**config.mk**
```make
export PLATFORM = sky130hd
export DESIGN_NAME = mbox_stager
export DESIGN_NICKNAME = d
export VERILOG_FILES = /design/src/rtl/mbox_stager_pkg.sv /design/src/rtl/mbox_bus_port.sv /design/src/rtl/mbox_poll_timer.sv /design/src/rtl/mbox_resp_decode.sv /design/src/rtl/mbox_stager.sv
export SDC_FILE = /design/constraint.sdc
export NUM_CORES = 1
export LEC_CHECK = 0
export ABC_AREA = 1
export BUFFER_PORTS_ARGS = -buffer_cell sky130_fd_sc_hd__buf_4
export CORE_UTILIZATION = 35
export CTS_CLUSTER_DIAMETER = 50
export DETAILED_ROUTE_END_ITERATION = 10
export GPL_TIMING_DRIVEN = 0
export MAX_ROUTING_LAYER = met4
export PLACE_DENSITY = 0.63
export SYNTH_ARGS = -nofsm -noshare
export SYNTH_HDL_FRONTEND = slang
export SYNTH_SLANG_ARGS = --single-unit
```
**constraint.sdc**
```tcl
create_clock -name clk -period 3.05 [get_ports clk]
set_input_delay 0.4575 -clock clk [delete_from_list [all_inputs] [get_ports clk]]
set_output_delay 0.4575 -clock clk [all_outputs]
set_load 0.02 [all_outputs]
```
**src/rtl/mbox_stager_pkg.sv**
```systemverilog
package mbox_stager_pkg;
  localparam int DW = 32;
  localparam int AW = 4;

  localparam logic [AW-1:0] OFS_CTRL  = 4'h0;
  localparam logic [AW-1:0] OFS_STAT  = 4'h4;
  localparam logic [AW-1:0] OFS_WDATA = 4'h8;
  localparam logic [AW-1:0] OFS_RDATA = 4'hC;

  localparam logic [DW-1:0] CTRL_GO    = 32'h8000_0000;
  localparam logic [DW-1:0] CTRL_ABORT = 32'h0000_0001;
  localparam logic [DW-1:0] CMD_LOAD   = 32'h0000_0003;
  localparam logic [DW-1:0] HDR_DWORDS = 32'd4;
  localparam logic [DW-1:0] OFFSET_END = 32'hFFFF_FFFF;

  localparam int STAT_READY_BIT = 31;
  localparam int STAT_ERR_BIT   = 2;
  localparam int FLAG_ERR_BIT   = 2;

  typedef enum logic [3:0] {
    ST_IDLE, ST_HDR, ST_PAYLOAD, ST_GO, ST_POLL,
    ST_RESP_RD, ST_RESP_ACK, ST_ABORT, ST_DONE
  } stage_e;

  typedef enum logic [1:0] {
    OUT_OK = 2'd0, OUT_FAIL = 2'd1, OUT_TIMEOUT = 2'd2, OUT_DEVERR = 2'd3
  } outcome_e;
endpackage

```
**src/rtl/mbox_bus_port.sv**
```systemverilog
module mbox_bus_port
  import mbox_stager_pkg::*;
(
  input  logic          clk,
  input  logic          rst_n,
  input  logic          issue,
  input  logic          we,
  input  logic [AW-1:0] addr,
  input  logic [DW-1:0] wdata,
  output logic          fin,
  output logic          bus_req,
  output logic          bus_we,
  output logic [AW-1:0] bus_addr,
  output logic [DW-1:0] bus_wdata,
  input  logic          bus_ack
);
  assign fin = bus_req && bus_ack;

  always_ff @(posedge clk) begin
    if (!rst_n) begin
      bus_req   <= 1'b0;
      bus_we    <= 1'b0;
      bus_addr  <= '0;
      bus_wdata <= '0;
    end else if (fin) begin
      bus_req <= 1'b0;
    end else if (issue && !bus_req) begin
      bus_req   <= 1'b1;
      bus_we    <= we;
      bus_addr  <= addr;
      bus_wdata <= wdata;
    end
  end

  assert_req_hold_R2: assert property (@(posedge clk) disable iff (!rst_n)
    (bus_req && !bus_ack) |=> (bus_req && $stable(bus_we) && $stable(bus_addr) && $stable(bus_wdata)));
endmodule

```
**src/rtl/mbox_poll_timer.sv**
```systemverilog
module mbox_poll_timer #(
  parameter int TMR_W = 32
) (
  input  logic             clk,
  input  logic             rst_n,
  input  logic             clr,
  input  logic             run,
  input  logic [TMR_W-1:0] limit,
  output logic             expired
);
  logic [TMR_W-1:0] cnt;

  always_ff @(posedge clk) begin
    if (!rst_n || clr) cnt <= '0;
    else if (run && cnt != '1) cnt <= cnt + 1'b1;
  end

  assign expired = (cnt >= limit);

  assert_tmr_hold_R7: assert property (@(posedge clk) disable iff (!rst_n)
    (!run && !clr) |=> $stable(cnt));
endmodule

```
**src/rtl/mbox_resp_decode.sv**
```systemverilog
module mbox_resp_decode
  import mbox_stager_pkg::*;
#(
  parameter logic [DW-1:0] EXP_HDR = 32'h0
) (
  input  logic          clk,
  input  logic          rst_n,
  input  logic          clr,
  input  logic          cap,
  input  logic [1:0]    idx,
  input  logic [DW-1:0] word,
  output logic [DW-1:0] next_offset,
  output logic          finished,
  output logic          hdr_warn,
  output logic          err_flag
);
  always_ff @(posedge clk) begin
    if (!rst_n || clr) begin
      next_offset <= '0;
      hdr_warn    <= 1'b0;
      err_flag    <= 1'b0;
    end else if (cap) begin
      unique case (idx)
        2'd0: if (word != EXP_HDR)    hdr_warn <= 1'b1;
        2'd1: if (word != HDR_DWORDS) hdr_warn <= 1'b1;
        2'd2: next_offset <= word;
        default: err_flag <= word[FLAG_ERR_BIT];
      endcase
    end
  end

  assign finished = (next_offset == OFFSET_END);

  assert_warn_src_R11: assert property (@(posedge clk) disable iff (!rst_n)
    $rose(hdr_warn) |-> $past(cap && (idx < 2'd2)));
endmodule

```
**src/rtl/mbox_stager.sv**
```systemverilog
module mbox_stager
  import mbox_stager_pkg::*;
#(
  parameter int              LEN_W     = 16,
  parameter int              TMR_W     = 32,
  parameter logic [15:0]     VENDOR_ID = 16'h1AB5,
  parameter logic [15:0]     OBJ_TYPE  = 16'h000B
) (
  input  logic             clk,
  input  logic             rst_n,
  input  logic             start,
  input  logic [LEN_W-1:0] chunk_dwords,
  input  logic [TMR_W-1:0] poll_limit,
  output logic             busy,
  output logic             done,
  output logic [1:0]       outcome,
  output logic [31:0]      next_offset,
  output logic             staging_finished,
  output logic             hdr_warn,
  input  logic             pl_valid,
  output logic             pl_ready,
  input  logic [31:0]      pl_data,
  output logic             bus_req,
  output logic             bus_we,
  output logic [3:0]       bus_addr,
  output logic [31:0]      bus_wdata,
  input  logic             bus_ack,
  input  logic [31:0]      bus_rdata
);
  localparam logic [DW-1:0]    HDR_WORD = {OBJ_TYPE, VENDOR_ID};
  localparam logic [LEN_W-1:0] LEN_ONE  = 1;

  stage_e           state;
  outcome_e         outcome_q;
  logic [1:0]       idx;
  logic [LEN_W-1:0] len_q, pl_cnt;
  logic [DW-1:0]    total_len;
  logic             xfer, c_we, issue, fin, expired, err_flag, accept;
  logic [AW-1:0]    c_addr;
  logic [DW-1:0]    c_wdata;

  assign total_len = {{(DW-LEN_W){1'b0}}, len_q} + HDR_DWORDS;
  assign accept    = (state == ST_IDLE) && start;

  always_comb begin
    xfer    = 1'b0;
    c_we    = 1'b1;
    c_addr  = OFS_WDATA;
    c_wdata = '0;
    unique case (state)
      ST_HDR: begin
        xfer = 1'b1;
        unique case (idx)
          2'd0: c_wdata = HDR_WORD;
          2'd1: c_wdata = total_len;
          2'd2: c_wdata = CMD_LOAD;
          default: c_wdata = '0;
        endcase
      end
      ST_PAYLOAD: begin xfer = pl_valid; c_wdata = pl_data; end
      ST_GO:      begin xfer = 1'b1; c_addr = OFS_CTRL; c_wdata = CTRL_GO; end
      ST_POLL:    begin xfer = 1'b1; c_we = 1'b0; c_addr = OFS_STAT; end
      ST_RESP_RD: begin xfer = 1'b1; c_we = 1'b0; c_addr = OFS_RDATA; end
      ST_RESP_ACK:begin xfer = 1'b1; c_addr = OFS_RDATA; end
      ST_ABORT:   begin xfer = 1'b1; c_addr = OFS_CTRL; c_wdata = CTRL_ABORT; end
      default: ;
    endcase
  end

  assign issue    = xfer && !bus_req;
  assign pl_ready = (state == ST_PAYLOAD) && !bus_req;

  mbox_bus_port u_port (
    .clk(clk), .rst_n(rst_n), .issue(issue), .we(c_we), .addr(c_addr), .wdata(c_wdata),
    .fin(fin), .bus_req(bus_req), .bus_we(bus_we), .bus_addr(bus_addr),
    .bus_wdata(bus_wdata), .bus_ack(bus_ack)
  );

  mbox_poll_timer #(.TMR_W(TMR_W)) u_timer (
    .clk(clk), .rst_n(rst_n), .clr(state == ST_GO), .run(state == ST_POLL),
    .limit(poll_limit), .expired(expired)
  );

  mbox_resp_decode #(.EXP_HDR(HDR_WORD)) u_resp (
    .clk(clk), .rst_n(rst_n), .clr(accept), .cap((state == ST_RESP_RD) && fin),
    .idx(idx), .word(bus_rdata), .next_offset(next_offset),
    .finished(staging_finished), .hdr_warn(hdr_warn), .err_flag(err_flag)
  );

  always_ff @(posedge clk) begin
    if (!rst_n) begin
      state     <= ST_IDLE;
      idx       <= '0;
      len_q     <= '0;
      pl_cnt    <= '0;
      outcome_q <= OUT_OK;
    end else begin
      unique case (state)
        ST_IDLE: if (start) begin
          len_q  <= chunk_dwords;
          idx    <= '0;
          pl_cnt <= '0;
          state  <= ST_HDR;
        end
        ST_HDR: if (fin) begin
          if (idx == 2'd3) begin
            idx   <= '0;
            state <= (len_q == '0) ? ST_GO : ST_PAYLOAD;
          end else idx <= idx + 2'd1;
        end
        ST_PAYLOAD: if (fin) begin
          pl_cnt <= pl_cnt + LEN_ONE;
          if (pl_cnt + LEN_ONE == len_q) state <= ST_GO;
        end
        ST_GO: if (fin) state <= ST_POLL;
        ST_POLL: if (fin) begin
          if (bus_rdata[STAT_ERR_BIT]) begin
            outcome_q <= OUT_DEVERR;
            state     <= ST_DONE;
          end else if (bus_rdata[STAT_READY_BIT]) begin
            idx   <= '0;
            state <= ST_RESP_RD;
          end else if (expired) state <= ST_ABORT;
        end
        ST_RESP_RD: if (fin) state <= ST_RESP_ACK;
        ST_RESP_ACK: if (fin) begin
          if (idx == 2'd3) begin
            outcome_q <= err_flag ? OUT_FAIL : OUT_OK;
            state     <= ST_DONE;
          end else begin
            idx   <= idx + 2'd1;
            state <= ST_RESP_RD;
          end
        end
        ST_ABORT: if (fin) begin
          outcome_q <= OUT_TIMEOUT;
          state     <= ST_DONE;
        end
        default: state <= ST_IDLE;
      endcase
    end
  end

  assign busy    = (state != ST_IDLE);
  assign done    = (state == ST_DONE);
  assign outcome = outcome_q;

  // Protocol trackers that feed the assertions below
  logic rd_owed, abort_sent;
  always_ff @(posedge clk) begin
    if (!rst_n || accept) begin
      rd_owed    <= 1'b0;
      abort_sent <= 1'b0;
    end else if (fin) begin
      if (!bus_we && bus_addr == OFS_RDATA) rd_owed <= 1'b1;
      if (bus_we && bus_addr == OFS_RDATA && bus_wdata == '0) rd_owed <= 1'b0;
      if (bus_we && bus_addr == OFS_CTRL && bus_wdata == CTRL_ABORT) abort_sent <= 1'b1;
    end
  end

  assert_idle_quiet_R1: assert property (@(posedge clk) disable iff (!rst_n)
    !busy |-> (!bus_req && !pl_ready));
  assert_pl_bound_R4: assert property (@(posedge clk) disable iff (!rst_n)
    (pl_valid && pl_ready) |-> (pl_cnt < len_q));
  assert_go_after_payload_R5: assert property (@(posedge clk) disable iff (!rst_n)
    (bus_req && bus_we && bus_addr == OFS_CTRL && bus_wdata == CTRL_GO) |-> (pl_cnt == len_q));
  assert_timeout_abort_R7: assert property (@(posedge clk) disable iff (!rst_n)
    (done && outcome == OUT_TIMEOUT) |-> abort_sent);
  assert_read_acked_R8: assert property (@(posedge clk) disable iff (!rst_n)
    bus_req |-> !(rd_owed && !(bus_we && bus_addr == OFS_RDATA)));
  assert_done_pulse_R12: assert property (@(posedge clk) disable iff (!rst_n)
    done |=> !done);
endmodule

```
# Yosys cells after proc, flatten, opt, wreduce, memory -nomap -nowiden
# Cells that the tools add are included.
[totals]
input_bits = 117
register_bits = 144
wordCells = 132
out_inout_bits = 77
[op_classes]
n_addsub = 4
n_eq_ne = 34
bitwise_logic = 3
reduce_logical = 34
n_lt_le_gt_ge = 1
mux = 43
[ops]
columns = ["cell", "n"]
rows = [
  ["$pmux W32 S4", 1],
  ["$pmux W20 S3", 1],
  ["$mux W4", 14],
  ["$add A32 B1 Y32 const B", 1],
  ["$eq A32 B32 Y1 const B", 1],
  ["$ge A32 B32 Y1", 1],
  ["$mux W16", 2],
  ["$ne A32 B20 Y1 const B", 1],
  ["$ne A32 B3 Y1 const B", 1],
  ["$ne A32 B32 Y1 const B", 1],
  ["$pmux W16 S2", 1],
  ["$pmux W4 S8", 1],
  ["$ne A2 B2 Y1 const B", 14],
  ["$mux W2", 13],
  ["$add A16 B3 Y17 const B", 1],
  ["$add A16 B1 Y16 const B", 1],
  ["$eq A16 B16 Y1", 1],
  ["$eq A4 B3 Y1 const B", 4],
  ["$logic_not A16 Y1", 1],
  ["$pmux W4 S3", 1],
  ["$reduce_and A11 Y1", 1],
  ["$eq A4 B2 Y1 const B", 2],
  ["$pmux W2 S4", 1],
  ["$reduce_and A2 Y1", 4],
  ["26 further kinds", 49],
]

# Longest topological paths before layout
# Gate-level depths: netlist (run 1).
[logic_depth]
word_depth = 6
mapped_depth = 17
mapped_depth_nobuf = 17

# Hierarchy
# From an unflattened synthesis (run 1), not the netlist that was laid out.
[hier_totals]
cells_unflattened = 1434
hier_area_um2 = 9197.6
[by_module_without_submodules]
columns = ["module", "cells_per_inst", "instances", "seq_area_each_um2", "area_each_um2"]
rows = [
  ["mbox_stager", 510, 1, 800.8, 3034.2],
  ["mbox_poll_timer", 472, 1, 640.6, 2887.8],
  ["mbox_bus_port", 245, 1, 760.7, 1794.2],
  ["mbox_resp_decode", 207, 1, 680.7, 1481.4],
]

# Worst setup path before layout (run 1)
# No wires, ideal clock.
[synth_path]
path_kind = "input port to flip-flop"
startpoint = "input port poll_limit[31]"
endpoint = "register state[0]"
cell_stages = 12
setup_slack_ns = 1.204
t_arrival_ns = 1.782
required_ns = 2.986
path_cell_list = "inv_1 > ha_1 > nand2_1 > nor2_1 > nand2_1 > nor4_1 > nand4_1 > nand4_1 > nand3_2 > nand2_1 > inv_1 > nor2_1"
[synth_between]
elab_chain_len = 3
[synth_lines]
columns = ["item", "line", "source"]
rows = [
  ["from (decl)", "mbox_stager.sv:13", "input logic [TMR_W-1:0] poll_limit,"],
  ["$ge A32 B32 Y1", "mbox_poll_timer.sv:18", "assign expired = (cnt >= limit);"],
  ["$ne A4 B4 Y1 (no source line)", "--", ""],
  ["$reduce_and A11 Y1 (no source line)", "--", ""],
  ["to (signal assigned)", "mbox_stager.sv:108", "state <= (len_q == '0) ? ST_GO : ST_PAYLOAD;"],
  ["to (decl)", "mbox_stager.sv:33", "stage_e state;"],
]
# No other way between the ends.
# A chain may end at the register's enable or synchronous reset.

# Final worst setup path (run 1)
[layout_path]
startpoint = "register u_timer.cnt[31]"
endpoint = "register state[1]"
[layout_between]
elab_chain_len = 3
[layout_lines]
columns = ["item", "line", "source"]
rows = [
  ["from (decl)", "mbox_poll_timer.sv:11", "logic [TMR_W-1:0] cnt;"],
  ["from (signal assigned)", "mbox_poll_timer.sv:15", "else if (run && cnt != '1) cnt <= cnt + 1'b1;"],
  ["$ge A32 B32 Y1", "mbox_poll_timer.sv:18", ""],
  ["$ne A4 B4 Y1 (no source line)", "--", ""],
  ["$reduce_and A11 Y1 (no source line)", "--", ""],
]
# No other way between the ends.

==> flow_metrics.env, run 1 <==
export IMPL_ys_seq_elements=142
export IMPL_synth_common_cells="323 x nand2_1, 142 x dfxtp_1, 139 x inv_1, 130 x a21oi_1, 89 x nor2_1"
export IMPL_worstMarginPinSlew_ns=0.8762
export IMPL_wire_per_inst_um=14.50
export IMPL_synthFlopType="dfxtp_1"
export IMPL_async_reset_ff_share_pct=0
export IMPL_clkTransAtPathRegs_ns=0.07
export IMPL_synthDistinctLibCells=54
export IMPL_required_ns=3.40
export IMPL_drc_errors=0
export IMPL_ir_worst_vdd_uv=347.8
export IMPL_cap_viol_max_count=0
export IMPL_clock_sinks=142
export IMPL_drt_vias_per_instance=5.005
export IMPL_cts_path_max_buffers=2
export IMPL_cp_max_fo=4
export IMPL_tritoncts="built"
export IMPL_grt_overflow=0
export IMPL_fin_nets=1598
export IMPL_rsz0062_at_grt="no"
export IMPL_place_ws_ns=0.1724
export IMPL_clkPwrFrac_pct=33.5
export IMPL_hp_class="input port to flop"
export IMPL_p_switching_uw=2362
export IMPL_row_count=56
export IMPL_leakagePower_uw=0.004634
export IMPL_synth_edf_count=0
export IMPL_port_buffers=190
export IMPL_drtIter0Drc=593
export IMPL_finalSetupViolations=0
export IMPL_cts_htree_levels=4
export IMPL_p_total_uw=6368
export IMPL_cts_setup_buffers=0
export IMPL_core_um2=23400
export IMPL_firstDrtPassIters=5
export IMPL_drive_above_1_share_pct=19.38
export IMPL_final_setup_tns_ns=0
export IMPL_power_density_cell_area_nw_per_um2=592.6
export IMPL_avgSynthCellArea_um2=6.774
export IMPL_drtAntennaViolNets=0
export IMPL_finClkSkew_ns=0.01332
export IMPL_num_vias=8853
export IMPL_crit_path_end_kind="flop"
export IMPL_grt_pass1_vias=8326
export IMPL_worst_endpoint_arrival_ns=3.14
export IMPL_ys_seq_area_share_pct=34.14
export IMPL_cts_hold_repair_buffers=0
export IMPL_diodes=0
export IMPL_switching_share_pct=37.10
export IMPL_synthCells=1229
export IMPL_holdPathStages=3
export IMPL_clock_latency_ns=0.43
export IMPL_synth_area_um2=8325
export IMPL_slew_viol_final=0
export IMPL_yosysTopAreaCell="dfxtp_1"
export IMPL_cts_buffers=17
export IMPL_grt_first_pass_wirelength_um=40910
export IMPL_yosysWarningCount=0
export IMPL_final_util_pct=45.92
export IMPL_die_area_um2=24410
export IMPL_reg2regPathDepth=11
export IMPL_synth_top_area_share_pct=34.14
export IMPL_slew_headroom_pct=41.05
export IMPL_final_hold_viol_count=0
export IMPL_io_pins=194
export IMPL_startpoint_type="flop"
export IMPL_antenna_found_initial=0
export IMPL_die_height_um=156.2
export IMPL_internal_power_uw=4006
export IMPL_min_period_ns=2.784
export IMPL_place_hpwl_um=20430
export IMPL_critical_path_class="flop to flop"
export IMPL_pwr_share_comb_pct=31.7
export IMPL_grt_max_degree=17
export IMPL_syn2layout_area_growth_pct=29.07
export IMPL_start_util_pct=35.58
export IMPL_final_cells=1769
export IMPL_synth_most_common_cell="nand2_1"
export IMPL_max_freq_mhz=359.1
export IMPL_pwr_share_seq_pct=34.8
export IMPL_status="finished, final reports clean"
export IMPL_die_w_um=156.2
export IMPL_clock_root_buffer="clkbuf_16"
export IMPL_dp_cells=1739
export IMPL_fin_crit_sh_pct=91.29
export IMPL_grt_usage_pct=21.66
export IMPL_post_cts_resized=0
export IMPL_yosys_top_cells_area="dfxtp_1 34%, nand2_1 15%, a21oi_1 7.8%"
export IMPL_place_gp_congestion=0.9179
export IMPL_fin_ws_ns=0.2656
export IMPL_wl_um=25640
-- critical path, cell delays in order (launching register included) --
cell and delay (ns):
dfxtp_1 0.36, ha_1 0.31, nand2_1 0.06, nor2_1 0.14, nand2_1 0.10, nor4_1 0.68, nand4_1 0.41, nand4_1 0.33
nand3_2 0.13, nand2_1 0.08, inv_1 0.04, nor2_1 0.09
-- sequential cells by signal, indices dropped and copies added (netlist names) --
name,cells
pl_cnt,16
u_resp.err_flag,1
u_resp.hdr_warn,1
u_port.bus_req,1
u_timer.cnt,32
state,4
u_port.bus_addr,2
len_q,16
outcome,2
idx,2
u_port.bus_we,1
u_resp.next_offset,32
u_port.bus_wdata,32
-- cells in the final DEF (no fill, tap or decap), types with 42 or more instances in the layout --
cell	count
nor2_1	89
ha_1	42
a21oi_1	130
nand3_1	77
dfxtp_1	142
nand4_1	43
buf_4	199
o21ai_0	60
inv_1	139
nand2_1	323
-- stage by stage --
step	cell area (um^2)	hold slack (ns)
floorplan	8329	0.4436
detailed placement	10150	0.4523
finish	10750	0.3001
global route	10750	0.2945
global placement	10150	0.4477
CTS	10750	0.2822
-- routing by layer --
layer / up-vias / GRT usage (%) / routed length (um)
met5: - / - / 0
met2: 252 / 36.18 / 11980
met1: 4057 / 26.92 / 11990
li1: 4520 / - / -
met4: 0 / 5.696 / 366
met3: 24 / 3.683 / 1307
-- worst paths after layout --
check	startpoint	end	slack, ns
min reg2reg	u_port.bus_wdata[25]$_SDFFE_PN0P_	u_port.bus_wdata[25]$_SDFFE_PN0P_	0.46
min	bus_rdata[20]	u_resp.next_offset[20]$_SDFFE_PP0P_	0.30
max	u_timer.cnt[31]$_SDFFE_PP0P_	state[1]$_SDFFE_PN0P_	0.27
max reg2reg	u_timer.cnt[31]$_SDFFE_PP0P_	state[1]$_SDFFE_PN0P_	0.27
-- power by group through the flow --
stage	Combinational (uW)	Sequential [uW]	Clock, uW
4_1_cts	2020	2210	2170
2_1_floorplan	1240	2280	0
3_5_place_dp	2010	2250	0
3_3_place_gp	2000	2240	0
6_report	2020	2210	2130
5_1_grt	2250	2230	2250
-- logic make-up after synthesis --
logic type	share of synthesized area [%]
AO/OA/AOI/OAI	14.80
other	0.04504
AND/OR/NAND/NOR	33.78
XOR/XNOR	1.909
buffers and inverters	9.002
adder cells (fa/ha/maj)	6.312
flip-flops	34.14
-- layout make-up --
cell class	instances	area (um^2)
well taps	319	399.1
repair buffers	190	1426
inverters	151	566.8
fillers	2462	12660
plain buffers	37	182.7
flip-flops and latches	142	2843
multi-input cells	900	4737
clock inverters	12	161.4
clock buffers	18	429.2
No activity file was read; power rests on OpenSTA's default activity.
==> run 2: changes to the inputs <==
--- a/config.mk
+++ b/config.mk
@@ -5,7 +5,6 @@
 export SDC_FILE = /design/constraint.sdc
 export NUM_CORES = 1
 export LEC_CHECK = 0
-export ABC_AREA = 1
 export BUFFER_PORTS_ARGS = -buffer_cell sky130_fd_sc_hd__buf_4
 export CORE_UTILIZATION = 35
 export CTS_CLUSTER_DIAMETER = 50
==> flow_metrics.env, run 2 <==
export IMPL_ir_worst_vdd_uv=286.5
export IMPL_layout_commonest_cell="buf_4"
export IMPL_power_density_cell_area_nw_per_um2=470.8
export IMPL_clock_root_buffer="clkbuf_16"
export IMPL_worstReg2RegStart="pl_cnt[0]$_SDFFE_PN0P_"
export IMPL_diodes=0
export IMPL_grt_usage_pct=21.91
export IMPL_tritoncts="built"
export IMPL_place_gp_congestion=0.8896
export IMPL_drtAntennaViolNets=0
export IMPL_clock_latency_ns=0.42
export IMPL_r2r_end="state[1]$_SDFFE_PN0P_"
export IMPL_worst_endpoint_arrival_ns=3.10
export IMPL_crit_path_end_kind="flop"
export IMPL_slew_viol_final=0
export IMPL_leakagePower_uw=0.004292
export IMPL_endpoint="state[1]$_SDFFE_PN0P_"
export IMPL_synthCells=1047
export IMPL_clock_sinks=142
export IMPL_core_um2=22570
export IMPL_yosysTopAreaCell="dfxtp_1"
export IMPL_grt_first_pass_wirelength_um=39810
export IMPL_syn2layout_area_growth_pct=30.10
export IMPL_final_hold_viol_count=0
export IMPL_antenna_found_initial=0
export IMPL_cap_viol_max_count=0
export IMPL_cts_path_max_buffers=2
export IMPL_io_pins=194
export IMPL_avgSynthCellArea_um2=7.655
export IMPL_wl_um=25080
export IMPL_yosysWarningCount=0
export IMPL_fin_crit_sh_pct=89.95
export IMPL_synth_top_area_share_pct=35.47
export IMPL_num_vias=8179
export IMPL_startpoint="pl_cnt[0]$_SDFFE_PN0P_"
export IMPL_ys_seq_elements=142
export IMPL_cts_setup_buffers=0
export IMPL_die_height_um=153.3
export IMPL_critical_path_class="flop to flop"
export IMPL_startpoint_type="flop"
export IMPL_reg2reg_slack_ns=0.31
export IMPL_synthDistinctLibCells=77
export IMPL_synth_area_um2=8015
export IMPL_slew_headroom_pct=29.91
export IMPL_rsz0062_at_grt="no"
export IMPL_place_hpwl_um=19180
export IMPL_max_freq_mhz=364.5
export IMPL_fin_nets=1415
export IMPL_synth_common_cells="177 x nand2_1, 142 x dfxtp_1, 108 x nor2_1, 100 x a21oi_1, 50 x clkbuf_1"
export IMPL_required_ns=3.41
export IMPL_drt_vias_per_instance=5.263
export IMPL_fin_hold_ws_ns=0.2831
export IMPL_cts_buffers=17
export IMPL_layout_cells_most_common_list="194 x buf_4, 177 x nand2_1, 142 x dfxtp_1"
export IMPL_worstMarginPinSlew_ns=1.042
export IMPL_hp_class="input port to flop"
export IMPL_async_reset_ff_share_pct=0
export IMPL_grt_overflow=0
export IMPL_cp_max_fo=9
export IMPL_drc_errors=0
export IMPL_cts_htree_levels=4
export IMPL_final_setup_tns_ns=0
export IMPL_min_period_ns=2.743
export IMPL_final_util_pct=46.20
export IMPL_die_area_um2=23510
export IMPL_finalSetupViolations=0
export IMPL_yosys_top_cells_area="dfxtp_1 35%, nand2_1 8.3%, ha_1 6.6%"
export IMPL_firstDrtPassIters=5
export IMPL_drtIter0Drc=560
export IMPL_synthFlopType="dfxtp_1"
export IMPL_p_total_uw=4909
export IMPL_finClkSkew_ns=0.008973
export IMPL_synth_most_common_cell="nand2_1"
export IMPL_clkTransAtPathRegs_ns=0.07
export IMPL_die_w_um=153.3
export IMPL_synth_edf_count=0
export IMPL_ys_seq_area_share_pct=35.47
export IMPL_start_util_pct=35.51
export IMPL_reg2regPathDepth=9
export IMPL_grt_max_degree=17
export IMPL_status="finished, final reports clean"
export IMPL_row_count=55
export IMPL_top_regs="u_port.bus_wdata x32, u_resp.next_offset x32, u_timer.cnt x32"
export IMPL_drive_above_1_share_pct=20.09
export IMPL_wire_per_inst_um=16.14
export IMPL_grt_pass1_vias=7597
export IMPL_port_buffers=189
## run 2: cell types whose count changed after synthesis, moves of 10 or more
| cell | previous run | this run |
|---|---|---|
| a21oi_1 | 130 | 100 |
| a22oi_1 | 3 | 31 |
| and3_1 | 2 | 14 |
| and4_1 | 0 | 12 |
| clkbuf_1 | 19 | 50 |
| inv_1 | 139 | 47 |
| inv_2 | 11 | 1 |
| nand2_1 | 323 | 177 |
| nand3_1 | 77 | 29 |
| nor2_1 | 89 | 108 |
| nor2_4 | 11 | 0 |
| o21ai_0 | 60 | 32 |
| xnor2_1 | 1 | 21 |
| xor2_1 | 12 | 34 |
## run 2: what timing repair did
item	CTS	global route
hold buffers	0	0
endpoints found under the hold margin	0	0
gates resized for setup	0	1
endpoints found under the setup margin	0	4
## run 2: area by class of cell
cell class | count | area, um^2
clock buffer | 18 | 439.2
timing repair buffer | 189 | 1419
fill | 2277 | 12140
inverter | 48 | 180.2
sequential | 142 | 2843
buffer | 64 | 269.0
multi-input combinational | 794 | 4736
clock inverter | 14 | 185.2
tap | 285 | 356.6
## run 2: metal layers
metal  global-route usage (%)  vias up  part of all wire, %
met5                        -        -                    0
met4                    6.762        0                  1.9
met3                    3.657       32                  4.9
met2                    35.36      242                   47
met1                    27.93     3809                   46
li1                         -     4096                    -
## run 2: worst min path at each step
| stage | end | slack [ns] | from | depth (start not counted) |
|---|---|---|---|---|
| final | len_q[6]$_SDFFE_PN0P_ | 0.28 | chunk_dwords[6] | 3 |
| after global placement | u_port.bus_wdata[31]$_SDFFE_PN0P_ | 0.45 | u_port.bus_wdata[31]$_SDFFE_PN0P_ | 2 |
| after global routing | u_port.bus_wdata[29]$_SDFFE_PN0P_ | 0.28 | pl_data[29] | 3 |
| after CTS | len_q[6]$_SDFFE_PN0P_ | 0.27 | chunk_dwords[6] | 3 |
| after detailed placement | u_port.bus_wdata[31]$_SDFFE_PN0P_ | 0.45 | u_port.bus_wdata[31]$_SDFFE_PN0P_ | 2 |
| after floorplan | u_resp.err_flag$_SDFFE_PP0P_ | 0.44 | u_resp.err_flag$_SDFFE_PP0P_ | 2 |
## run 2: logic make-up (layout without fill, tap and decap cells)
family | Yosys count | after routing | synth area share (%)
AO/OA/AOI/OAI | 226 | 226 | 17.80
XOR/XNOR | 55 | 55 | 6.010
adder cells (fa/ha/maj) | 42 | 42 | 6.556
buffers and inverters | 112 | 333 | 5.604
flip-flops | 142 | 142 | 35.47
multiplexers | 3 | 3 | 0.4059
other | 1 | 2 | 0.04679
AND/OR/NAND/NOR | 466 | 466 | 28.11
## run 2: worst max-delay path: stages, from the launching register on
cell       delay, ns
dfxtp_1         0.45
ha_1            0.19
buf_2           0.20
nand3_2         0.15
or2_1           0.29
a221o_1         0.33
a2111o_1        0.36
nand4b_4        0.22
a2111oi_2       0.38
a41o_1          0.13
## run 2: report_power, final
group	switching, uW	internal [uW]	leakage [uW]	total [uW]
clock	876	1320	0.000301	2200
combinational	469	298	0.00284	768
sequential	44.3	1900	0.00115	1940
## run 2: per-stage QoR
step | cells | cell area, um^2 | setup WS (ns)
after CTS | 1554 | 10420 | 0.2370
after global placement | 1522 | 9794 | 0.3509
after floorplan | 1048 | 8019 | 0.6207
after detailed placement | 1522 | 9794 | 0.2120
after global routing | 1554 | 10430 | 0.1370
final | 1554 | 10430 | 0.3065
